--- config.mk ---
export PLATFORM = sky130hd
export DESIGN_NAME = eprom_out_timing
export DESIGN_NICKNAME = d
export VERILOG_FILES = /design/src/rtl/eprom_out_timing.sv
export SDC_FILE = /design/constraint.sdc
export NUM_CORES = 1
export LEC_CHECK = 0
export ABC_CLOCK_PERIOD_IN_PS = 3800
export BUFFER_PORTS_ARGS = -buffer_cell sky130_fd_sc_hd__buf_2
export CAP_MARGIN = 40
export CORE_MARGIN = 3
export CORE_UTILIZATION = 45
export CTS_BUF_LIST = sky130_fd_sc_hd__clkbuf_4
export DETAILED_ROUTE_END_ITERATION = 12
export PLACE_DENSITY_LB_ADDON = 0.15
export SKIP_LAST_GASP = 1
export SLEW_MARGIN = 20
export SYNTH_ARGS = -nofsm -noshare
export SYNTH_HDL_FRONTEND = slang
export SYNTH_SLANG_ARGS = --single-unit
--- constraint.sdc ---
create_clock -name clk -period 3.8 [get_ports clk]
set_input_delay 0.76 -clock clk [delete_from_list [all_inputs] [get_ports clk]]
set_output_delay 0.76 -clock clk [all_outputs]
set_load 0.005 [all_outputs]
--- src/rtl/eprom_out_timing.sv ---
module eprom_out_timing #(
  parameter int ADDR_W = 12,
  parameter int T_ACC  = 8,
  parameter int T_CE   = 8,
  parameter int T_OE   = 3,
  parameter int T_DF   = 2
) (
  input  logic              clk,
  input  logic              rst_n,
  input  logic              ce_n,
  input  logic              oe_n,
  input  logic              vpp_hi,
  input  logic [ADDR_W-1:0] addr,
  output logic              load,
  output logic              drive_en
);
  localparam int AGE_MAX = (T_ACC > T_CE) ? T_ACC : T_CE;
  localparam int AW = $clog2(AGE_MAX + 2);
  localparam logic [AW-1:0] SAT = AW'(AGE_MAX);
  localparam int FW = $clog2(T_DF + 2);

  logic [ADDR_W-1:0] addr_q;
  logic [AW-1:0]     a_age, c_age, o_age, a_nx, c_nx, o_nx;
  logic [FW-1:0]     fcnt, f_nx;
  logic              drive, en_nx;

  function automatic logic [AW-1:0] bump(input logic [AW-1:0] v);
    return (v >= SAT) ? SAT : v + 1'b1;
  endfunction

  assign a_nx  = (addr != addr_q) ? AW'(1) : bump(a_age);
  assign c_nx  = ce_n ? '0 : bump(c_age);
  assign o_nx  = (oe_n || vpp_hi) ? '0 : bump(o_age);
  assign load  = (a_nx >= AW'(T_ACC)) && (c_nx >= AW'(T_CE)) && (o_nx >= AW'(T_OE));
  assign drive = !ce_n && !oe_n && !vpp_hi;
  assign f_nx  = drive ? '0 : (drive_en ? fcnt + 1'b1 : '0);
  assign en_nx = drive || (drive_en && (f_nx < FW'(T_DF)));

  always_ff @(posedge clk) begin
    if (!rst_n) begin
      addr_q   <= '0;
      a_age    <= '0;
      c_age    <= '0;
      o_age    <= '0;
      fcnt     <= '0;
      drive_en <= 1'b0;
    end else begin
      addr_q   <= addr;
      a_age    <= a_nx;
      c_age    <= c_nx;
      o_age    <= o_nx;
      fcnt     <= f_nx;
      drive_en <= en_nx;
    end
  end
endmodule

-- Yosys cells after proc, flatten, opt, wreduce, memory -nomap -nowiden
Index checks and enable logic that the tools add are counted.
- output and inout bits: 2
- memories: 0
- ROM bits: 0
- RAM bits: 0
- word-level logic and storage cells: 36
- bits of input ports: 17
- flip-flop bits (word level): 27
- latch bits: 0
- div/mod/pow operators: 0
- mux-type cells: 8
- order comparisons: 7
- shift-type cells: 0
- eq/ne operators: 1
- multipliers: 0
- reduce and logical (&&, ||, !) cells: 10
- add/sub/neg operators: 4
- bitwise gates (word level): 0
- operators with widths (cell ; number):
    4-bit 2-to-1 mux ; 6
    4-bit greater-or-equal comparator, second input constant ; 5
    4-bit by 1-bit adder with 4-bit output, second input constant ; 3
    12-bit inequality test ; 1
    1-bit logical AND ; 5
    4-bit by 2-bit greater-or-equal comparator with 1-bit output, second input constant ; 1
    2-bit 2-to-1 mux ; 2
    1-bit zero test ; 3
    2-bit by 1-bit adder with 2-bit output, second input constant ; 1
    1-bit logical OR ; 2
    2-bit < comparator, second input constant ; 1

-- Longest topological paths before layout
Gate-level depths: netlist (run 1).
- word-level depth: 7
- mapped depth: 5
- depth with buffers taken out: 5

-- Least setup slack after synthesis (run 1)
OpenSTA, ideal clock, no wires.
- path kind: input -> output
- start point: input port addr[11]
- end point: output port load
- slack: 1464 ps
- data arrival time: 1576 ps
- stages on the path: 4
- required time: 3040 ps
- path through: xor2_1 -> nor4_1 -> nand3_1 -> nor3_1
- cells in the longest elaborated chain, start to end: 5
- RTL lines (what ; line ; text):
    from (decl) ; 13 ; input logic [ADDR_W-1:0] addr,
    12-bit inequality test ; 31 ; assign a_nx = (addr != addr_q) ? AW'(1) : bump(a_age);
    4-bit 2-to-1 mux ; 31 ;
    4-bit greater-or-equal comparator ; 34 ; assign load = (a_nx >= AW'(T_ACC)) && (c_nx >= AW'(T_CE)) && (o_nx >= AW'(T_OE));
    1-bit logical AND (2 in a row) ; 34 ;
    to (decl) ; 14 ; output logic load,
No other way between the ends.

-- Final worst setup path (run 1)
- start point: input port addr[4]
- end point: output port load
Same word-level chain as after synthesis.

==> run_results.csv, run 1 <==
group,metric,value,unit
yosys,synthArstFlopShare,0,
critical_path,cpPeakStageDelay,0.41,ns
critical_path,timing.rr.end,"a_age[1]",
placement,dpl_cell_area,1190,um^2
die,design.die.area,3000,um^2
yosys,synth.net_count,127,
yosys,synthFlopType,"dfxtp_1",
sta,post-route-period-util,0.718,
final_layout,fillers,233,
pwr,combPwrFrac,0.082,
critical_path,critPathRequiredTime,3.04,ns
clock_network,cts_hold_buf,0,
pwr,peakVddDrop,0.000210,V
die,die_h,54.7,um
clock_network,clockRootBuffer,"clkbuf_4",
final_layout,drive_gt1_frac,0.194,
route,post-route-drc-count,0,
yosys,synthCells,104,
pwr,p_int,0.353,mW
placement,port_buffers,18,
final_layout,fin_util,0.545,
sta,rsz0062_at_grt,"no",
yosys,synth_edf_count,0,
global_route,overflow,0,
final_layout,final_cell_area,1220,um^2
sta,tns,0,ns
clock_network,cts_setup_buffers,0,
route,drt_iter0_drc,2,
pwr,p_switching,0.107,mW
critical_path,crit_top_cell,"buf_2",
sta,timing_hold_violations_final,0,
global_route,antenna_found_initial,0,
final_layout,multi_input_area,494,um^2
run,drv_cap,0,
critical_path,critPathSlowestCell,"nor4_1",
critical_path,path_max_fanout,2,
clock_network,clock_latency,0.32,ns
route,drtAntennaViolNets,0,
yosys,synth_top_area_share,0.506,
critical_path,path_cells,"buf_2 > xor2_1 > nor4_1 > nand3_1 > nor3_1 > buf_2",
clock_network,cts_max_path_buffers,2,
die,start_util,0.478,
global_route,first_global_vias,687,
clock_network,cts_resized,0,
global_route,groute.usage.overall,0.129,
route,via_count,724,
die,num_io_pins,19,
final_layout,antennaDiodeCount,0,
sta,max-slew-margin-rel,0.730,
sta,fin_crit,2.73,ns
critical_path,crit_path_end_kind,"output port",
yosys,synth_cell_types,24,
pwr,p_sw_frac,0.232,
sta,finClkSkew,0.0154,ns
route,wire_per_inst,10.6,um
global_route,grt_max_degree,23,
critical_path,cp_data_arrival_time,1.97,ns
sta,setup_viol_count_final,0,
die,dieWidth,54.7,um
route,routed_via_density,4.76,
clock_network,path_clk_slew,0.15,ns
clock_network,cts_tree,"built",
yosys,yosys_warnings,0,
yosys,synth_largest_area_cell,"dfxtp_1",
global_route,grt_pass1_wl,2720,um
yosys,seq_area_frac_synth,0.506,
pwr,p_per_area,378,nW/um^2
sta,fmax,366,MHz
critical_path,crit_start,"addr[4]",
clock_network,htreeDepth,1,
clock_network,cts.sinks,27,
yosys,ys_ff_latch,27,
die,rows,17,
critical_path,ff2ff_setup_slack,2.39,ns
run_status,status,"finished, final reports clean",
critical_path,startpoint_type,"primary input",
yosys,syn-cell-area,1070,um^2
final_layout,seqCellArea,541,um^2
sta,drv_slew,0,
critical_path,cp-endpoint,"load",
critical_path,r2r_start,"addr_q[11]",
sta,worst_pin_slew,0.401,ns
hold_path,worstHoldPathCells,1,
critical_path,reg2reg_depth,4,
final_layout,finalNetCount,148,
yosys,yosys-top-cells-area,"dfxtp_1 51%, xor2_1 11%, and2_1 7.0%",
yosys,avgSynthCellArea,10.3,um^2
pwr,power_frac_clock,0.269,
clock_network,cts_buffers,3,
final_layout,area_growth,13.8,%
route,wl,1610,um
die,fp.coreArea,2230,um^2
pwr,seqPwrFrac,0.650,
critical_path,path_class,"primary input to output port",
pwr,leakage,0.554,nW
placement,post-dp-hpwl,1280,um
hold_path,hold_class,"flip-flop to flip-flop",
placement,gp_congestion,0.677,
route,first_pass_iters,4,
worst min-delay path by stage:
| stage | end | start | slack (ns) |
|---|---|---|---|
| final | fcnt[0] | fcnt[0] | 0.45 |
| after global routing | fcnt[0] | fcnt[0] | 0.47 |
| after CTS | fcnt[0] | fcnt[0] | 0.46 |
| after detailed placement | fcnt[0] | fcnt[0] | 0.44 |
| after global placement | fcnt[0] | fcnt[0] | 0.42 |
| after floorplan | fcnt[0] | fcnt[0] | 0.41 |
layout make-up:
type                            instances  share of cell area
Sequential cell                        27               0.444
Multi-Input combinational cell         68               0.406
Timing Repair Buffer                   18              0.0741
Tap cell                               28              0.0288
Inverter                                7              0.0216
Clock buffer                            3              0.0185
Clock inverter                          1             0.00617
layer usage:
metal  share of wire  wire length [um]  global-route usage  vias up
met5               0                 0                   0        -
met4           0.010                16              0.0747        0
met3           0.045                73              0.0272        2
met2            0.47               751               0.217       14
met1            0.48               764               0.149      329
li1                -                 -                   -      379
registers in the layout, indices dropped and copies added, names as in the netlist:
| register | flops |
|---|---|
| a_age | 4 |
| addr_q | 12 |
| fcnt | 2 |
| c_age | 4 |
| o_age | 4 |
| drive_en | 1 |
critical path, delay by kind of cell:
kind                      cells  cell delay, ns
xor gates and xnor gates      1            0.13
and+or+nand+nor               3            0.82
buffers and inverters         2            0.26
Yosys cell counts (all sizes together), types with 2 or more instances:
master / count
xnor2: 3
ha: 6
nor2: 8
inv: 7
nor2b: 2
clkbuf: 2
nor3b: 2
nor4: 3
dfxtp: 27
and3: 4
nor3: 4
a31oi: 2
xor2: 13
and2: 12
power by group through the flow:
stage	registers, mW	logic (mW)	clock network, mW
after global placement	0.305	0.0371	0
after detailed placement	0.305	0.0383	0
final	0.299	0.0376	0.124
after CTS	0.299	0.0384	0.130
after global routing	0.300	0.0437	0.141
after floorplan	0.304	0.0227	0
through the flow:
step	instances	total power, mW	hold WS (ns)	worst slack [ns]
2_1_floorplan	104	0.326	0.412	1.46
3_3_place_gp	148	0.342	0.423	1.09
3_5_place_dp	148	0.343	0.438	1.06
4_1_cts	152	0.468	0.458	1.06
5_1_grt	152	0.485	0.465	0.916
6_report	152	0.460	0.453	1.07
cells by family after synthesis:
| kind of cell | after synthesis | share of synthesized area |
|---|---|---|
| XOR/XNOR | 16 | 0.131 |
| AO/OA/AOI/OAI | 6 | 0.0410 |
| flip-flops | 27 | 0.506 |
| buffers and inverters | 9 | 0.0316 |
| adder cells (fa/ha/maj) | 6 | 0.0703 |
| AND/OR/NAND/NOR | 40 | 0.220 |
cell usage in the layout (no fill, tap or decap):
cell	instances
ha_1	6
inv_1	7
a31oi_1	2
xor2_1	13
nand4_1	1
nand3_1	1
or3b_2	1
clkinvlp_4	1
and2_1	12
o41ai_1	1
nor2b_1	2
o211a_1	1
nor3b_2	1
and3_1	4
o21a_1	1
clkbuf_4	3
buf_2	18
nor3_1	4
nor2_1	8
a21oi_1	1
nand3b_1	1
or3_1	1
dfxtp_1	27
xnor2_1	3
nor3b_1	1
nor4_1	3
Note: power is estimated with default switching activity, not from simulation.
==> inputs of run 2 (changes only) <==
--- a/config.mk
+++ b/config.mk
@@ -5,7 +5,7 @@
 export SDC_FILE = /design/constraint.sdc
 export NUM_CORES = 1
 export LEC_CHECK = 0
-export ABC_CLOCK_PERIOD_IN_PS = 3800
+export ABC_CLOCK_PERIOD_IN_PS = 2600
 export BUFFER_PORTS_ARGS = -buffer_cell sky130_fd_sc_hd__buf_2
 export CAP_MARGIN = 40
 export CORE_MARGIN = 3
==> constraint.sdc (replaced) <==
create_clock -name clk -period 2.6 [get_ports clk]
set_input_delay 0.52 -clock clk [delete_from_list [all_inputs] [get_ports clk]]
set_output_delay 0.52 -clock clk [all_outputs]
set_load 0.005 [all_outputs]
==> run_results.csv, run 2 (synthesized netlist as in run 1, its figures left out) <==
group,metric,value,unit
sta,drv_slew,0,
final_layout,antennaDiodeCount,0,
route,drt_iter0_drc,2,
global_route,groute.usage.overall,0.134,
sta,rsz0062_at_grt,"no",
global_route,grt_max_degree,23,
placement,numPlacedInstances,148,
clock_network,cts_setup_buffers,0,
critical_path,cpPeakStageDelay,0.40,ns
final_layout,top_register,"addr_q",
critical_path,path_class,"flip-flop to output port",
pwr,combPwrFrac,0.081,
final_layout,final_cell_area,1220,um^2
clock_network,cts_resized,0,
critical_path,critPathRequiredTime,2.08,ns
die,num_io_pins,19,
clock_network,clockRootBuffer,"clkbuf_4",
route,first_pass_iters,3,
global_route,grt_pass1_wl,2840,um
critical_path,startpoint_type,"flip-flop",
route,wire_per_inst,10.8,um
pwr,p_int,0.516,mW
placement,port_buffers,18,
pwr,leakage,0.554,nW
clock_network,cts.sinks,27,
placement,dpl_cell_area,1190,um^2
global_route,first_global_vias,722,
final_layout,finalNetCount,148,
die,start_util,0.478,
clock_network,path_clk_slew,0.16,ns
final_layout,drive_gt1_frac,0.194,
die,design.die.area,3000,um^2
final_layout,fillers,237,
sta,fin_crit,2.30,ns
clock_network,cts_max_path_buffers,2,
global_route,antenna_found_initial,0,
final_layout,multi_input_area,494,um^2
clock_network,htreeDepth,1,
pwr,peakVddDrop,0.000309,V
die,fp.coreArea,2230,um^2
sta,finClkSkew,0.0177,ns
final_layout,area_growth,13.8,%
sta,setup_viol_count_final,0,
critical_path,cp_top_family,"simple AND/OR/NAND/NOR gates",
clock_network,cts_hold_buf,0,
critical_path,path_buf_inv,1,
route,routed_via_density,4.66,
die,die_h,54.7,um
pwr,p_switching,0.159,mW
final_layout,layout_common_cells,"27 x dfxtp_1, 18 x buf_2, 13 x xor2_1",
sta,timing_hold_violations_final,0,
hold_path,hold_class,"primary input to flip-flop",
sta,fmax,436,MHz
critical_path,crit_path_end_kind,"output port",
die,rows,17,
run,drv_cap,0,
route,post-route-drc-count,0,
clock_network,cts_tree,"built",
placement,gp_congestion,0.677,
route,via_count,709,
critical_path,cp_data_arrival_time,1.78,ns
sta,fin_hold_ws,0.391,ns
clock_network,cts_buffers,3,
pwr,power_frac_clock,0.271,
final_layout,largest_reg_flops,12,
pwr,p_per_area,555,nW/um^2
sta,post-route-period-util,0.883,
final_layout,final_common_cell,"dfxtp_1",
pwr,seqPwrFrac,0.647,
clock_network,clock_latency,0.33,ns
run_status,status,"finished, final reports clean",
die,dieWidth,54.7,um
global_route,overflow,0,
final_layout,seqCellArea,541,um^2
final_layout,fin_cells,152,
critical_path,path_max_fanout,2,
sta,tns,0,ns
critical_path,critPathSlowestCell,"nor4_1",
placement,post-dp-hpwl,1280,um
pwr,p_sw_frac,0.235,
route,drtAntennaViolNets,0,
critical_path,path_cells,"xor2_1 > nor4_1 > nand3_1 > nor3_1 > buf_2",
route,wl,1650,um
sta,max-slew-margin-rel,0.734,
sta,worst_pin_slew,0.395,ns
[run 2: cell counts in the layout (fill, tap and decap cells not counted)]
Identical to the previous run, type by type.
[run 2: cell type report]
type,instances,share of cell area
Inverter,7,0.0216
Sequential cell,27,0.444
Timing Repair Buffer,18,0.0741
Tap cell,28,0.0288
Clock buffer,3,0.0185
Clock inverter,1,0.00617
Multi-Input combinational cell,68,0.406
[run 2: worst paths after layout]
kind	from	endpoint	slack [ns]	cells after the start
setup / recovery	addr_q[11]	load	0.30	5
hold / removal	ce_n	c_age[3]	0.39	2
setup reg to reg	addr_q[11]	a_age[1]	1.19	4
hold reg to reg	fcnt[0]	fcnt[0]	0.46	1
[run 2: routing by layer]
| layer | vias to the layer above | routed length, um | GRT usage | part of all wire |
|---|---|---|---|---|
| li1 | 376 | - | - | - |
| met1 | 317 | 776 | 0.159 | 0.47 |
| met2 | 14 | 770 | 0.224 | 0.47 |
| met3 | 2 | 82 | 0.0245 | 0.050 |
| met4 | 0 | 17 | 0.0747 | 0.010 |
| met5 | - | 0 | 0 | 0 |
[run 2: worst reg2reg max path, stage by stage (launching register included)]
cell,delay [ns]
dfxtp_1,0.34
xor2_1,0.15
nor4_1,0.40
nand4_1,0.22
nor3b_2,0.22
[run 2: power groups by stage]
stage	sequential [mW]	combinational [mW]	clock [mW]
floorplan	0.444	0.0331	0
detailed placement	0.446	0.0559	0
finish	0.437	0.0549	0.183
CTS	0.437	0.0561	0.191
global placement	0.445	0.0543	0
global route	0.439	0.0644	0.206
[run 2: stage by stage]
| stage | power (mW) | utilization | setup WS [ns] |
|---|---|---|---|
| floorplan | 0.477 | - | 0.744 |
| global placement | 0.499 | 0.531 | 0.366 |
| detailed placement | 0.502 | 0.531 | 0.355 |
| CTS | 0.684 | 0.545 | 0.286 |
| global route | 0.710 | 0.545 | 0.159 |
| finish | 0.675 | 0.545 | 0.304 |
==> inputs of run 3 (changes only) <==
--- a/config.mk
+++ b/config.mk
@@ -8,8 +8,10 @@
 export ABC_CLOCK_PERIOD_IN_PS = 2600
 export BUFFER_PORTS_ARGS = -buffer_cell sky130_fd_sc_hd__buf_2
 export CAP_MARGIN = 40
+export CELL_PAD_IN_SITES_DETAIL_PLACEMENT = 1
+export CELL_PAD_IN_SITES_GLOBAL_PLACEMENT = 1
 export CORE_MARGIN = 3
-export CORE_UTILIZATION = 45
+export CORE_UTILIZATION = 43
 export CTS_BUF_LIST = sky130_fd_sc_hd__clkbuf_4
 export DETAILED_ROUTE_END_ITERATION = 12
 export PLACE_DENSITY_LB_ADDON = 0.15
==> run_results.csv, run 3 (synthesized netlist as in run 1, its figures left out) <==
group,metric,value,unit
route,first_pass_iters,3,
final_layout,largest_reg_flops,12,
route,via_count,726,
run_status,status,"finished, final reports clean",
global_route,overflow,0,
critical_path,reg2reg_depth,4,
placement,port_buffers,18,
clock_network,clockRootBuffer,"clkbuf_4",
route,drt_iter0_drc,5,
clock_network,cts_resized,0,
clock_network,cts_tree,"built",
critical_path,cp-endpoint,"load",
die,design.die.area,3120,um^2
route,post-route-drc-count,0,
critical_path,crit_path_end_kind,"output port",
critical_path,cp_data_arrival_time,1.79,ns
sta,worst_pin_slew,0.435,ns
sta,drv_slew,0,
sta,post-route-period-util,0.888,
clock_network,cts.sinks,27,
final_layout,layout_common_cells,"27 x dfxtp_1, 18 x buf_2, 13 x xor2_1",
pwr,leakage,0.559,nW
hold_path,hold_class,"primary input to flip-flop",
clock_network,clock_latency,0.31,ns
placement,post-dp-hpwl,1530,um
critical_path,path_class,"flip-flop to output port",
final_layout,drive_gt1_frac,0.194,
sta,finClkSkew,0.00966,ns
sta,setup_viol_count_final,0,
global_route,first_global_vias,781,
global_route,antenna_found_initial,0,
die,num_io_pins,19,
die,fp.coreArea,2280,um^2
pwr,p_total,0.674,mW
clock_network,cts_hold_buf,0,
global_route,groute.usage.overall,0.136,
clock_network,path_clk_slew,0.14,ns
critical_path,startpoint_type,"flip-flop",
critical_path,path_max_fanout,2,
sta,rsz0062_at_grt,"no",
die,start_util,0.469,
final_layout,area_growth,13.8,%
route,wire_per_inst,12.4,um
clock_network,cts_buffers,3,
die,dieWidth,55.9,um
critical_path,timing.rr.end,"a_age[1]",
route,wl,1890,um
critical_path,crit_start,"addr_q[4]",
sta,fin_hold_ws,0.415,ns
pwr,peakVddDrop,0.000272,V
route,routed_via_density,4.78,
global_route,grt_pass1_wl,3420,um
route,drtAntennaViolNets,0,
critical_path,r2r_start,"addr_q[4]",
sta,max-slew-margin-rel,0.707,
critical_path,ff2ff_setup_slack,1.19,ns
pwr,p_per_area,555,nW/um^2
sta,fmax,433,MHz
final_layout,finalNetCount,148,
sta,fin_crit,2.31,ns
sta,tns,0,ns
run,drv_cap,0,
global_route,grt_max_degree,23,
sta,timing_hold_violations_final,0,
die,die_h,55.9,um
clock_network,cts_setup_buffers,0,
final_layout,antennaDiodeCount,0,
clock_network,htreeDepth,1,
placement,gp_congestion,0.661,
final_layout,final_common_cell,"dfxtp_1",
critical_path,critPathRequiredTime,2.08,ns
final_layout,top_register,"addr_q",
clock_network,cts_max_path_buffers,2,
die,rows,17,
[run 3: final cells by class]
| cell class | count | area, um^2 |
|---|---|---|
| tap | 28 | 35.0 |
| fill | 277 | 1060 |
| inverter | 7 | 26.3 |
| multi-input combinational | 68 | 494 |
| timing repair buffer | 18 | 90.1 |
| clock buffer | 4 | 30.0 |
| sequential | 27 | 541 |
[run 3: how the worst min path moves through the flow]
stage / depth (start not counted) / to / from / slack (ns)
after floorplan: 1 / fcnt[0] / fcnt[0] / 0.41
after global placement: 1 / fcnt[0] / fcnt[0] / 0.42
after detailed placement: 1 / fcnt[0] / fcnt[0] / 0.45
after CTS: 2 / c_age[3] / ce_n / 0.40
after global routing: 2 / c_age[3] / ce_n / 0.39
final: 2 / c_age[3] / ce_n / 0.42
[run 3: stage by stage]
step / util / setup slack (ns) / instance area, um^2 / std cells
floorplan: - / 0.744 / 1070 / 104
global placement: 0.521 / 0.282 / 1190 / 148
detailed placement: 0.521 / 0.303 / 1190 / 148
CTS: 0.534 / 0.257 / 1220 / 152
global route: 0.534 / 0.0885 / 1220 / 152
finish: 0.534 / 0.291 / 1220 / 152
[run 3: power breakdown]
group,leakage (nW),internal (mW),switching (mW)
Clock,0.0184,0.0701,0.111
Combinational,0.318,0.0290,0.0278
Sequential,0.222,0.428,0.00847
Total,0.559,0.527,0.147
[run 3: per-layer routing]
layer	routed length, um	share of wire	up-vias	track usage
li1	-	-	380	-
met1	895	0.47	335	0.178
met2	920	0.49	9	0.228
met3	56	0.030	2	0.0232
met4	19	0.010	0	0.0407
met5	0	0	-	0
[run 3: critical path, cell delays in order (launching register included)]
cell and delay [ns]:
dfxtp_1 0.34, xor2_1 0.15, nor4_1 0.43, nand3_1 0.17
nor3_1 0.24, buf_2 0.15
